$ cat src/rtl/fpll_pkg.sv
package fpll_pkg;
    typedef enum logic {
        MODE_ACQ = 1'b0,
        MODE_TRK = 1'b1
    } loop_mode_e;
endpackage

$ cat src/rtl/lf_fll_path.sv
module lf_fll_path #(
    parameter int EW  = 16,
    parameter int AW  = 32,
    parameter int SHW = 5
) (
    input  logic signed [EW-1:0]  freq_err,
    input  logic        [SHW-1:0] kp_sh,
    input  logic        [SHW-1:0] ki_sh,
    input  logic signed [AW-1:0]  fint_q,
    output logic signed [AW-1:0]  prop_o,
    output logic signed [AW-1:0]  fint_n
);
    localparam int XW = AW + 2;
    localparam logic signed [XW-1:0] MAXV = {3'b000, {(AW-1){1'b1}}};
    localparam logic signed [XW-1:0] MINV = {3'b111, {(AW-1){1'b0}}};

    function automatic logic signed [AW-1:0] clamp(input logic signed [XW-1:0] v);
        if (v > MAXV)      return MAXV[AW-1:0];
        else if (v < MINV) return MINV[AW-1:0];
        else               return v[AW-1:0];
    endfunction

    logic signed [XW-1:0] fe_x;
    logic signed [XW-1:0] fint_x;

    always_comb begin
        fe_x   = {{(XW-EW){freq_err[EW-1]}}, freq_err};
        fint_x = {{2{fint_q[AW-1]}}, fint_q};
        prop_o = clamp(fe_x >>> kp_sh);
        fint_n = clamp(fint_x + (fe_x >>> ki_sh));
    end
endmodule

$ cat src/rtl/lf_pll_path.sv
module lf_pll_path #(
    parameter int EW  = 16,
    parameter int AW  = 32,
    parameter int SHW = 5
) (
    input  logic signed [EW-1:0]  phase_err,
    input  logic        [SHW-1:0] a_sh,
    input  logic        [SHW-1:0] b_sh,
    input  logic        [SHW-1:0] c_sh,
    input  logic signed [AW-1:0]  acc1_q,
    input  logic signed [AW-1:0]  acc2_q,
    output logic signed [AW-1:0]  prop_o,
    output logic signed [AW-1:0]  acc1_n,
    output logic signed [AW-1:0]  acc2_n
);
    localparam int XW = AW + 2;
    localparam logic signed [XW-1:0] MAXV = {3'b000, {(AW-1){1'b1}}};
    localparam logic signed [XW-1:0] MINV = {3'b111, {(AW-1){1'b0}}};

    function automatic logic signed [AW-1:0] clamp(input logic signed [XW-1:0] v);
        if (v > MAXV)      return MAXV[AW-1:0];
        else if (v < MINV) return MINV[AW-1:0];
        else               return v[AW-1:0];
    endfunction

    function automatic logic signed [XW-1:0] wide(input logic signed [AW-1:0] v);
        return {{2{v[AW-1]}}, v};
    endfunction

    logic signed [XW-1:0] pe_x;

    always_comb begin
        pe_x   = {{(XW-EW){phase_err[EW-1]}}, phase_err};
        prop_o = clamp(pe_x >>> a_sh);
        acc2_n = clamp(wide(acc2_q) + (pe_x >>> c_sh));
        acc1_n = clamp(wide(acc1_q) + (pe_x >>> b_sh) + wide(acc2_n));
    end
endmodule

$ cat src/rtl/lf_mode_ctrl.sv
module lf_mode_ctrl
    import fpll_pkg::*;
#(
    parameter int EW   = 16,
    parameter int CNTW = 8
) (
    input  logic                 clk,
    input  logic                 rst_n,
    input  logic                 err_vld,
    input  logic signed [EW-1:0] phase_err,
    input  logic signed [EW-1:0] freq_err,
    input  logic [EW-1:0]        capture_lim,
    input  logic [EW-1:0]        slip_lim,
    input  logic [CNTW-1:0]      slip_len,
    output loop_mode_e           mode_o,
    output logic                 go_track,
    output logic                 go_acq
);
    localparam int MW = EW + 1;
    localparam int CW = CNTW + 1;

    typedef struct packed {
        loop_mode_e      mode;
        logic [CNTW-1:0] cnt;
    } ctrl_t;

    ctrl_t st_d, st_q;

    function automatic logic [MW-1:0] mag(input logic signed [EW-1:0] v);
        logic signed [MW-1:0] e;
        e = {v[EW-1], v};
        return e[MW-1] ? MW'(-e) : MW'(e);
    endfunction

    logic [CW-1:0] run_next;

    always_comb begin
        st_d     = st_q;
        go_track = 1'b0;
        go_acq   = 1'b0;
        run_next = CW'(st_q.cnt) + CW'(1);
        if (err_vld) begin
            case (st_q.mode)
                MODE_ACQ: begin
                    if (mag(freq_err) <= {1'b0, capture_lim}) begin
                        st_d.mode = MODE_TRK;
                        st_d.cnt  = '0;
                        go_track  = 1'b1;
                    end
                end
                MODE_TRK: begin
                    if (mag(phase_err) > {1'b0, slip_lim}) begin
                        if (run_next >= {1'b0, slip_len}) begin
                            st_d.mode = MODE_ACQ;
                            st_d.cnt  = '0;
                            go_acq    = 1'b1;
                        end else begin
                            st_d.cnt = run_next[CNTW-1:0];
                        end
                    end else begin
                        st_d.cnt = '0;
                    end
                end
                default: st_d = st_q;
            endcase
        end
    end

    always_ff @(posedge clk or negedge rst_n) begin
        if (!rst_n) begin
            st_q.mode <= MODE_ACQ;
            st_q.cnt  <= '0;
        end else begin
            st_q <= st_d;
        end
    end

    assign mode_o = st_q.mode;
endmodule

$ cat src/rtl/fpll_loop_filter.sv
module fpll_loop_filter
    import fpll_pkg::*;
#(
    parameter int EW   = 16,
    parameter int AW   = 32,
    parameter int SHW  = 5,
    parameter int CNTW = 8
) (
    input  logic                 clk,
    input  logic                 rst_n,
    input  logic                 err_vld,
    input  logic signed [EW-1:0] phase_err,
    input  logic signed [EW-1:0] freq_err,
    input  logic [EW-1:0]        capture_lim,
    input  logic [EW-1:0]        slip_lim,
    input  logic [CNTW-1:0]      slip_len,
    input  logic [SHW-1:0]       fll_kp_sh,
    input  logic [SHW-1:0]       fll_ki_sh,
    input  logic [SHW-1:0]       pll_a_sh,
    input  logic [SHW-1:0]       pll_b_sh,
    input  logic [SHW-1:0]       pll_c_sh,
    output logic signed [AW-1:0] nco_word,
    output logic                 track_mode
);
    localparam int XW = AW + 2;
    localparam logic signed [XW-1:0] MAXV = {3'b000, {(AW-1){1'b1}}};
    localparam logic signed [XW-1:0] MINV = {3'b111, {(AW-1){1'b0}}};

    function automatic logic signed [AW-1:0] clamp(input logic signed [XW-1:0] v);
        if (v > MAXV)      return MAXV[AW-1:0];
        else if (v < MINV) return MINV[AW-1:0];
        else               return v[AW-1:0];
    endfunction

    function automatic logic signed [XW-1:0] wide(input logic signed [AW-1:0] v);
        return {{2{v[AW-1]}}, v};
    endfunction

    typedef struct packed {
        logic signed [AW-1:0] acc1;
        logic signed [AW-1:0] acc2;
        logic signed [AW-1:0] fint;
        logic signed [AW-1:0] word;
    } filt_t;

    filt_t st_d, st_q;

    loop_mode_e           mode_q;
    logic                 go_track, go_acq;
    logic signed [AW-1:0] pll_prop, acc1_n, acc2_n;
    logic signed [AW-1:0] fll_prop, fint_n;
    logic signed [XW-1:0] sum;

    lf_mode_ctrl #(.EW(EW), .CNTW(CNTW)) u_mode (
        .clk        (clk),
        .rst_n      (rst_n),
        .err_vld    (err_vld),
        .phase_err  (phase_err),
        .freq_err   (freq_err),
        .capture_lim(capture_lim),
        .slip_lim   (slip_lim),
        .slip_len   (slip_len),
        .mode_o     (mode_q),
        .go_track   (go_track),
        .go_acq     (go_acq)
    );

    lf_pll_path #(.EW(EW), .AW(AW), .SHW(SHW)) u_pll (
        .phase_err(phase_err),
        .a_sh     (pll_a_sh),
        .b_sh     (pll_b_sh),
        .c_sh     (pll_c_sh),
        .acc1_q   (st_q.acc1),
        .acc2_q   (st_q.acc2),
        .prop_o   (pll_prop),
        .acc1_n   (acc1_n),
        .acc2_n   (acc2_n)
    );

    lf_fll_path #(.EW(EW), .AW(AW), .SHW(SHW)) u_fll (
        .freq_err(freq_err),
        .kp_sh   (fll_kp_sh),
        .ki_sh   (fll_ki_sh),
        .fint_q  (st_q.fint),
        .prop_o  (fll_prop),
        .fint_n  (fint_n)
    );

    always_comb begin
        st_d = st_q;
        sum  = wide(pll_prop) + wide(acc1_n);
        if (err_vld) begin
            st_d.acc2 = acc2_n;
            st_d.acc1 = acc1_n;
            if (mode_q == MODE_ACQ) begin
                sum = wide(pll_prop) + wide(acc1_n) + wide(fll_prop) + wide(fint_n);
                if (go_track) begin
                    // hand the frequency offset to the phase path so the word does not step
                    st_d.acc1 = clamp(wide(acc1_n) + wide(fint_n));
                    st_d.fint = '0;
                end else begin
                    st_d.fint = fint_n;
                end
            end else begin
                st_d.fint = '0;
            end
            st_d.word = clamp(sum);
        end
        if (go_acq) st_d.fint = '0;
    end

    always_ff @(posedge clk or negedge rst_n) begin
        if (!rst_n) begin
            st_q <= '0;
        end else begin
            st_q <= st_d;
        end
    end

    assign nco_word   = st_q.word;
    assign track_mode = (mode_q == MODE_TRK);
endmodule

$ cat config.mk
export PLATFORM = sky130hd
export DESIGN_NAME = fpll_loop_filter
export DESIGN_NICKNAME = d
export VERILOG_FILES = /design/src/rtl/fpll_pkg.sv /design/src/rtl/lf_fll_path.sv /design/src/rtl/lf_pll_path.sv /design/src/rtl/lf_mode_ctrl.sv /design/src/rtl/fpll_loop_filter.sv
export SDC_FILE = /design/constraint.sdc
export NUM_CORES = 1
export LEC_CHECK = 0
export ABC_AREA = 0
export ABC_CLOCK_PERIOD_IN_PS = 10050
export BUFFER_PORTS_ARGS = -buffer_cell sky130_fd_sc_hd__buf_2
export CORE_ASPECT_RATIO = 1.2
export CORE_UTILIZATION = 30
export CTS_BUF_LIST = sky130_fd_sc_hd__clkbuf_4 sky130_fd_sc_hd__clkbuf_8 sky130_fd_sc_hd__clkbuf_16
export DETAILED_ROUTE_END_ITERATION = 8
export PLACE_DENSITY_LB_ADDON = 0.05
export SKIP_CTS_REPAIR_TIMING = 1
export SYNTH_ARGS = -nofsm -noshare
export SYNTH_HDL_FRONTEND = slang
export SYNTH_HIERARCHICAL = 1
export SYNTH_SLANG_ARGS = --single-unit
$ cat constraint.sdc
create_clock -name clk -period 10.05 [get_ports clk]
set_input_delay 0.5025 -clock clk [delete_from_list [all_inputs] [get_ports clk]]
set_output_delay 0.5025 -clock clk [all_outputs]
set_load 0.005 [all_outputs]
* Word level (Yosys, flattened, before mapping)
Index checks and enable logic that the tools add are counted.
Storage, ports and cells: flip-flop bits (word level) 137, input bits 100, output and inout bits 33, logic and storage cells 80
Operators by class: add/subtract/negate cells 11, $lt $le $gt $ge 17, eq/ne operators 1, shifts and indexed selects 5, multiplexer cells 37, bitwise logic cells 1, reduce and logical (&&, ||, !) cells 2
Operator list (number):
- 32-bit two-way mux | 19
- 34-bit by 32-bit > comparator with 1-bit output, second input constant | 6
- 34-bit by 32-bit less-than comparator with 1-bit output, second input constant | 6
- 16-bit by 5-bit >>> shifter with 34-bit output | 5
- 32-bit by 34-bit adder with 34-bit output | 3
- 34-bit by 32-bit adder with 34-bit output | 2
- 34-bit two-way mux | 2
- 32-bit by 32-bit adder with 33-bit output | 2
- 64-bit two-way mux | 1
- 33-bit by 32-bit adder with 34-bit output | 1
- 17-bit two-way mux | 2
- 16-bit negation with 17-bit output | 2
- 33-bit by 32-bit > comparator with 1-bit output, second input constant | 1
- 33-bit by 32-bit less-than comparator with 1-bit output, second input constant | 1
- 9-bit one-hot mux with 2 select lines | 1
- 17-bit by 16-bit > comparator with 1-bit output | 1
- 17-bit by 16-bit <= comparator with 1-bit output | 1
- 8-bit two-way mux | 2
- 8-bit by 1-bit adder with 9-bit output, second input constant | 1
- 9-bit by 8-bit greater-or-equal comparator with 1-bit output | 1
- 1-bit two-way mux | 9
- 9-bit two-way mux | 1
- 2-bit by 1-bit != test with 1-bit output, second input constant | 1
- 2-bit AND reduction | 1
- 2 further kinds | 2

* Logic depth before layout (Yosys ltp)
depth in word-level cells 19, depth in mapped cells 63

* Modules after synthesis
Netlist, hierarchy kept.
Modules (own cells, without submodules):
- fpll_loop_filter | times used 1, cells an instance 1428, area each 12283.0 µm², seq. area each 3203.1 µm²
- lf_pll_path | times used 1, cells an instance 1033, area each 7315.8 µm², seq. area each 0.0 µm²
- lf_fll_path | times used 1, cells an instance 540, area each 3672.3 µm², seq. area each 0.0 µm²
- lf_mode_ctrl | times used 1, cells an instance 280, area each 2178.3 µm², seq. area each 225.2 µm²

* Least setup slack after synthesis
Ideal clock, no wire load.
path kind input to register, start input port phase_err[15], end register st_q (netlist bit nco_word[30]), arrival time 12209 ps, setup slack -2236 ps, stages 58, buffers on the path 7, cell sequence clkbuf_1 clkinv_1 a21oi_1 mux2i_1 nand2_1 o21ai_0 o21a_1 inv_1 ha_1 a21oi_1 nor2_1 o211ai_2 a211oi_2 or4_4 buf_6 o211ai_2 a31o_4 nand2_2 (+22 left out) a21oi_2 a21o_1 a21bo_2 a21oi_1 xnor2_1 fa_1 ha_1 a21o_1 a21o_1 a221o_1 a221o_1 a21oi_1 xnor2_1 a21oi_1 a21oi_2 buf_6 o221ai_2 a21oi_1
On the way: longest elaborated chain between the ends 17
Ends and longest elaborated chain:
- from (decl) | line fpll_loop_filter.sv:12 | input logic signed [EW-1:0] phase_err,
- 16-bit by 5-bit >>> shifter with 34-bit output (*) | line lf_pll_path.sv:35 | acc2_n = clamp(wide(acc2_q) + (pe_x >>> c_sh));
- 32-bit by 34-bit adder with 34-bit output (*) | line lf_pll_path.sv:35
- 34-bit by 32-bit less-than comparator with 1-bit output | line lf_pll_path.sv:22 | else if (v < MINV) return MINV[AW-1:0];
- 32-bit two-way mux | line lf_pll_path.sv:22
- 32-bit two-way mux (*) | line lf_pll_path.sv:21 | if (v > MAXV) return MAXV[AW-1:0];
- net acc2_n[31] | line fpll_loop_filter.sv:50 | logic signed [AW-1:0] pll_prop, acc1_n, acc2_n;
- 34-bit by 32-bit adder with 34-bit output (*) | line lf_pll_path.sv:36 | acc1_n = clamp(wide(acc1_q) + (pe_x >>> b_sh) + wide(acc2_n));
- 34-bit by 32-bit less-than comparator with 1-bit output | line lf_pll_path.sv:22
- (+2 left out)
- net acc1_n[1] | line fpll_loop_filter.sv:50
- 32-bit by 32-bit adder with 33-bit output (*) | line fpll_loop_filter.sv:91, fpll_loop_filter.sv:96
- 33-bit by 32-bit adder with 34-bit output | line fpll_loop_filter.sv:96 | sum = wide(pll_prop) + wide(acc1_n) + wide(fll_prop) + wide(fint_n);
- 34-bit by 32-bit adder with 34-bit output | line fpll_loop_filter.sv:96
- 34-bit two-way mux (*) | line fpll_loop_filter.sv:95 | if (mode_q == MODE_ACQ) begin
- 34-bit two-way mux (*) | line fpll_loop_filter.sv:92 | if (err_vld) begin
- 34-bit by 32-bit less-than comparator with 1-bit output | line fpll_loop_filter.sv:31 | else if (v < MINV) return MINV[AW-1:0];
- 32-bit two-way mux | line fpll_loop_filter.sv:31
- 32-bit two-way mux (*) | line fpll_loop_filter.sv:30 | if (v > MAXV) return MAXV[AW-1:0];
- to (signal assigned) | line fpll_loop_filter.sv:116 | st_q <= st_d;
- to (decl) | line fpll_loop_filter.sv:46 | filt_t st_d, st_q;
The timed path passes the listed nets; every way through them passes the cells marked *. The select of a mux whose other input is x is not followed. A chain may end at the register's enable or synchronous reset.

* Worst setup path in the final report
start input port pll_c_sh[1], end register st_q (netlist bit nco_word[22])
On the way: longest elaborated chain between the ends 17
Ends and longest elaborated chain:
- from (decl) | line fpll_loop_filter.sv:21 | input logic [SHW-1:0] pll_c_sh,
- 16-bit by 5-bit >>> shifter with 34-bit output (*) | line lf_pll_path.sv:35
- 32-bit by 34-bit adder with 34-bit output (*) | line lf_pll_path.sv:35
- 34-bit by 32-bit less-than comparator with 1-bit output | line lf_pll_path.sv:22
- 32-bit two-way mux | line lf_pll_path.sv:22
- 32-bit two-way mux (*) | line lf_pll_path.sv:21
- 34-bit by 32-bit adder with 34-bit output (*) | line lf_pll_path.sv:36
- 34-bit by 32-bit less-than comparator with 1-bit output | line lf_pll_path.sv:22
- 32-bit two-way mux | line lf_pll_path.sv:22
- (+1 left out)
- net acc1_n[0] | line fpll_loop_filter.sv:50
- 32-bit by 32-bit adder with 33-bit output (*) | line fpll_loop_filter.sv:91, fpll_loop_filter.sv:96
- 33-bit by 32-bit adder with 34-bit output | line fpll_loop_filter.sv:96
- 34-bit by 32-bit adder with 34-bit output | line fpll_loop_filter.sv:96
- 34-bit two-way mux (*) | line fpll_loop_filter.sv:95
- 34-bit two-way mux (*) | line fpll_loop_filter.sv:92
- 34-bit by 32-bit less-than comparator with 1-bit output | line fpll_loop_filter.sv:31
- 32-bit two-way mux | line fpll_loop_filter.sv:31
- 32-bit two-way mux (*) | line fpll_loop_filter.sv:30
Marks and branches as above.

==> metrics.md <==
| Metric | Value |
|---|---|
| Vias in the first global route | 26593 |
| Ys flop type | dfrtp_1 |
| M3 GR Usage | 0.01799 |
| Dpl cell area | 31810 µm² |
| GRT Total Usage | 0.2183 |
| DR DRC count | 0 |
| Post-Synthesis Cells | 3281 |
| Status | complete, but fails checks |
| Total gr overflow | 0 |
| Post-DP HPWL | 76.53 mm |
| Worst Skew | 0.02210 ns |
| Global routing's busiest layer | met2 |
| Syn avg cell area | 7.757 µm² |
| Kind of critical path | in2reg |
| Netlist cell types | 106 |
| Crit-path max FO | 15 |
| Clock Latency Late Sink | 0.50 ns |
| Initial antenna violation count | 3 |
| Starting Density | 0.3039 |
| Pre-antenna DRT Iters | 5 |
| Share of cells above drive strength 1 | 0.3238 |
| Final nets | 4325 |
| CTS tree | built |
| Worst hold path type | in2async |
| Crit-path slowest cell | fa_1 |
| DIE AREA | 86000 µm² |
| PnR worst setup slack | -1.073 ns |
| Clock sinks | 137 |
| Via/cell ratio | 5.179 |
| # H-tree levels | 4 |
| Setup violations, final | 32 |
| Post-synth ARST share | 1.000 |
| Core area | 83750 µm² |
| Top-level I/O count | 133 |
| Area Overhead vs Synth | 31.60% |
| Avg WL per Cell | 18.66 µm |
| Die Ht | 321.1 µm |
| Critical Path Max Stage Delay | 0.49 ns |
| RSZ-0062 raised after global routing | yes |
| GPL Wtd Cong | 0.9087 |
| CP Capture Type | flop |
| Vias | 26183 |
| Synth Register Bits | 137 |
| Filler Cell Count | 8683 |
| Rel. slew slack | 0.3035 |
| Design Area, Final | 33490 µm² |
| Reg clk slew, reported paths | 0.07 ns |
| Global routing met1 resource utilization | 0.2694 |
| Post-Syn Nets | 3687 |
| ANT nets after route | 0 |
| Post-synthesis sequential area ratio | 0.1347 |
| Mapped Area | 25450 µm² |
| CTS Buf Count | 17 |
| PortBufs | 132 |
| Largest net degree at the start of global routing | 81 |
| Tcrit/Tclk final | 1.107 |
| Clock Tree Root | clkbuf_16 |
| Final worst path period need | 11.12 ns |
| Violated checks | negative setup slack |
| Top-area cell type share of the netlist area | 0.1347 |
| Max clock buf depth | 2 |
| Grt met2 use | 0.4012 |
| Worst Max-Slew Pin Slew | 1.036 ns |
| Global-route wire length before repair | 147.1 mm |
| Max Cap Violations | 0 |
| Critical Path RT | 10.42 ns |
| Yosys warns | 6 |
| Startpoint Class | primary input |
| Fin. Hold Viols | 0 |
| Worst path arrival time | 11.49 ns |
| Synth top area cells | dfrtp_1 (13%), ha_1 (12%), a21oi_1 (6.7%) |
| Initial DRC Count | 1250 |
| Die width | 267.9 µm |
| R2R cell count | 51 |
| Fin. max-slew vios | 0 |
| Row count | 116 |
| Count leader, synth | a21oi_1 |
| Fmax | 0.08990 GHz |
| Final TNS setup | -33.48 ns |
| DRT Wirelength | 94.35 mm |
| Post-synth top cells | a21oi_1 (343), nand2_1 (283), nor2_1 (271) |
| Yosys top cell by area | dfrtp_1 |
| EDFF count, synth | 0 |
[stage by stage]
step                      worst slack (ns)  instances  hold WS (ns)  utilization
final                               -1.073       5056        0.1197       0.3999
after global routing                -1.614       5055        0.1713       0.3999
after CTS                           -1.841       5010        0.1250       0.3867
after detailed placement            -2.354       4978        0.4990       0.3798
after global placement              -2.201       4978        0.4932       0.3798
after floorplan                    -0.8476       3281        0.2069            -
[final cells by class]
type                       count  area, µm²  area share
multi-input combinational   2647      20740      0.6193
timing repair buffer         855       6346      0.1895
sequential                   137       3430      0.1024
tap                         1121       1403     0.04188
inverter                     261      984.7     0.02940
clock buffer                  17      425.4     0.01270
clock inverter                15      155.1    0.004633
antenna                        3      7.507   0.0002242
[cell families (layout without fill, tap and decap cells)]
kind of cell | count (synthesis) | in the layout | synth area share
buffers and inverters | 497 | 1148 | 0.08963
AND/OR/NAND/NOR | 884 | 884 | 0.1618
XOR/XNOR | 193 | 193 | 0.06642
adder cells (fa/ha/maj) | 306 | 306 | 0.1714
multiplexers | 163 | 163 | 0.08146
flip-flops | 137 | 137 | 0.1347
AO/OA/AOI/OAI | 1101 | 1101 | 0.2946
other | 0 | 3 | 0
[critical path: cells and delay by family]
kind / cells / cell delay, ns
compound gates: 26 / 5.15
xor+xnor: 2 / 0.21
fa+ha+maj: 8 / 2.43
buf+inv: 13 / 1.51
mux: 3 / 0.59
simple gates: 9 / 1.10
[state kept, by name, indices dropped and copies added (netlist names)]
register / flops
u_mode/st_q: 8
st_q: 96
u_mode/mode_o: 1
nco_word: 32
[cells in the final DEF, fill, tap and decap left out, types with 32 or more instances in the layout]
| cell | instances |
|---|---|
| a21o_1 | 101 |
| a21oi_1 | 284 |
| a21oi_2 | 74 |
| a22o_1 | 34 |
| buf_2 | 127 |
| buf_4 | 697 |
| dfrtp_1 | 136 |
| fa_1 | 68 |
| ha_1 | 215 |
| inv_1 | 252 |
| mux2_2 | 62 |
| mux2i_1 | 67 |
| nand2_1 | 282 |
| nand3_1 | 70 |
| nor2_1 | 264 |
| nor2b_1 | 36 |
| nor3_1 | 37 |
| o211ai_1 | 39 |
| o21ai_0 | 155 |
| o21ai_1 | 43 |
| o21ai_2 | 32 |
| xnor2_1 | 109 |
| xor2_1 | 74 |
[routing by layer]
layer	share of wire	vias up
met1	0.44	12709
met3	0.020	77
met5	0	-
met2	0.52	370
li1	-	13027
met4	0.021	0
[path summary, 6_finish.rpt]
check                                 start            end  slack (ns)
worst min register to register  nco_word[0]    nco_word[0]        0.51
worst max-delay path            pll_c_sh[1]   nco_word[22]       -1.07
max in group asynchronous             rst_n  u_mode/mode_o        8.45
worst min-delay path                  rst_n       st_q[87]        0.12
worst max register to register     st_q[82]   nco_word[22]       -0.55
min in group clk                nco_word[0]    nco_word[0]        0.51
Power is left out: the tool's default activity adds up to more than one toggle a clock period on the data nets, which glitch-free logic cannot reach.
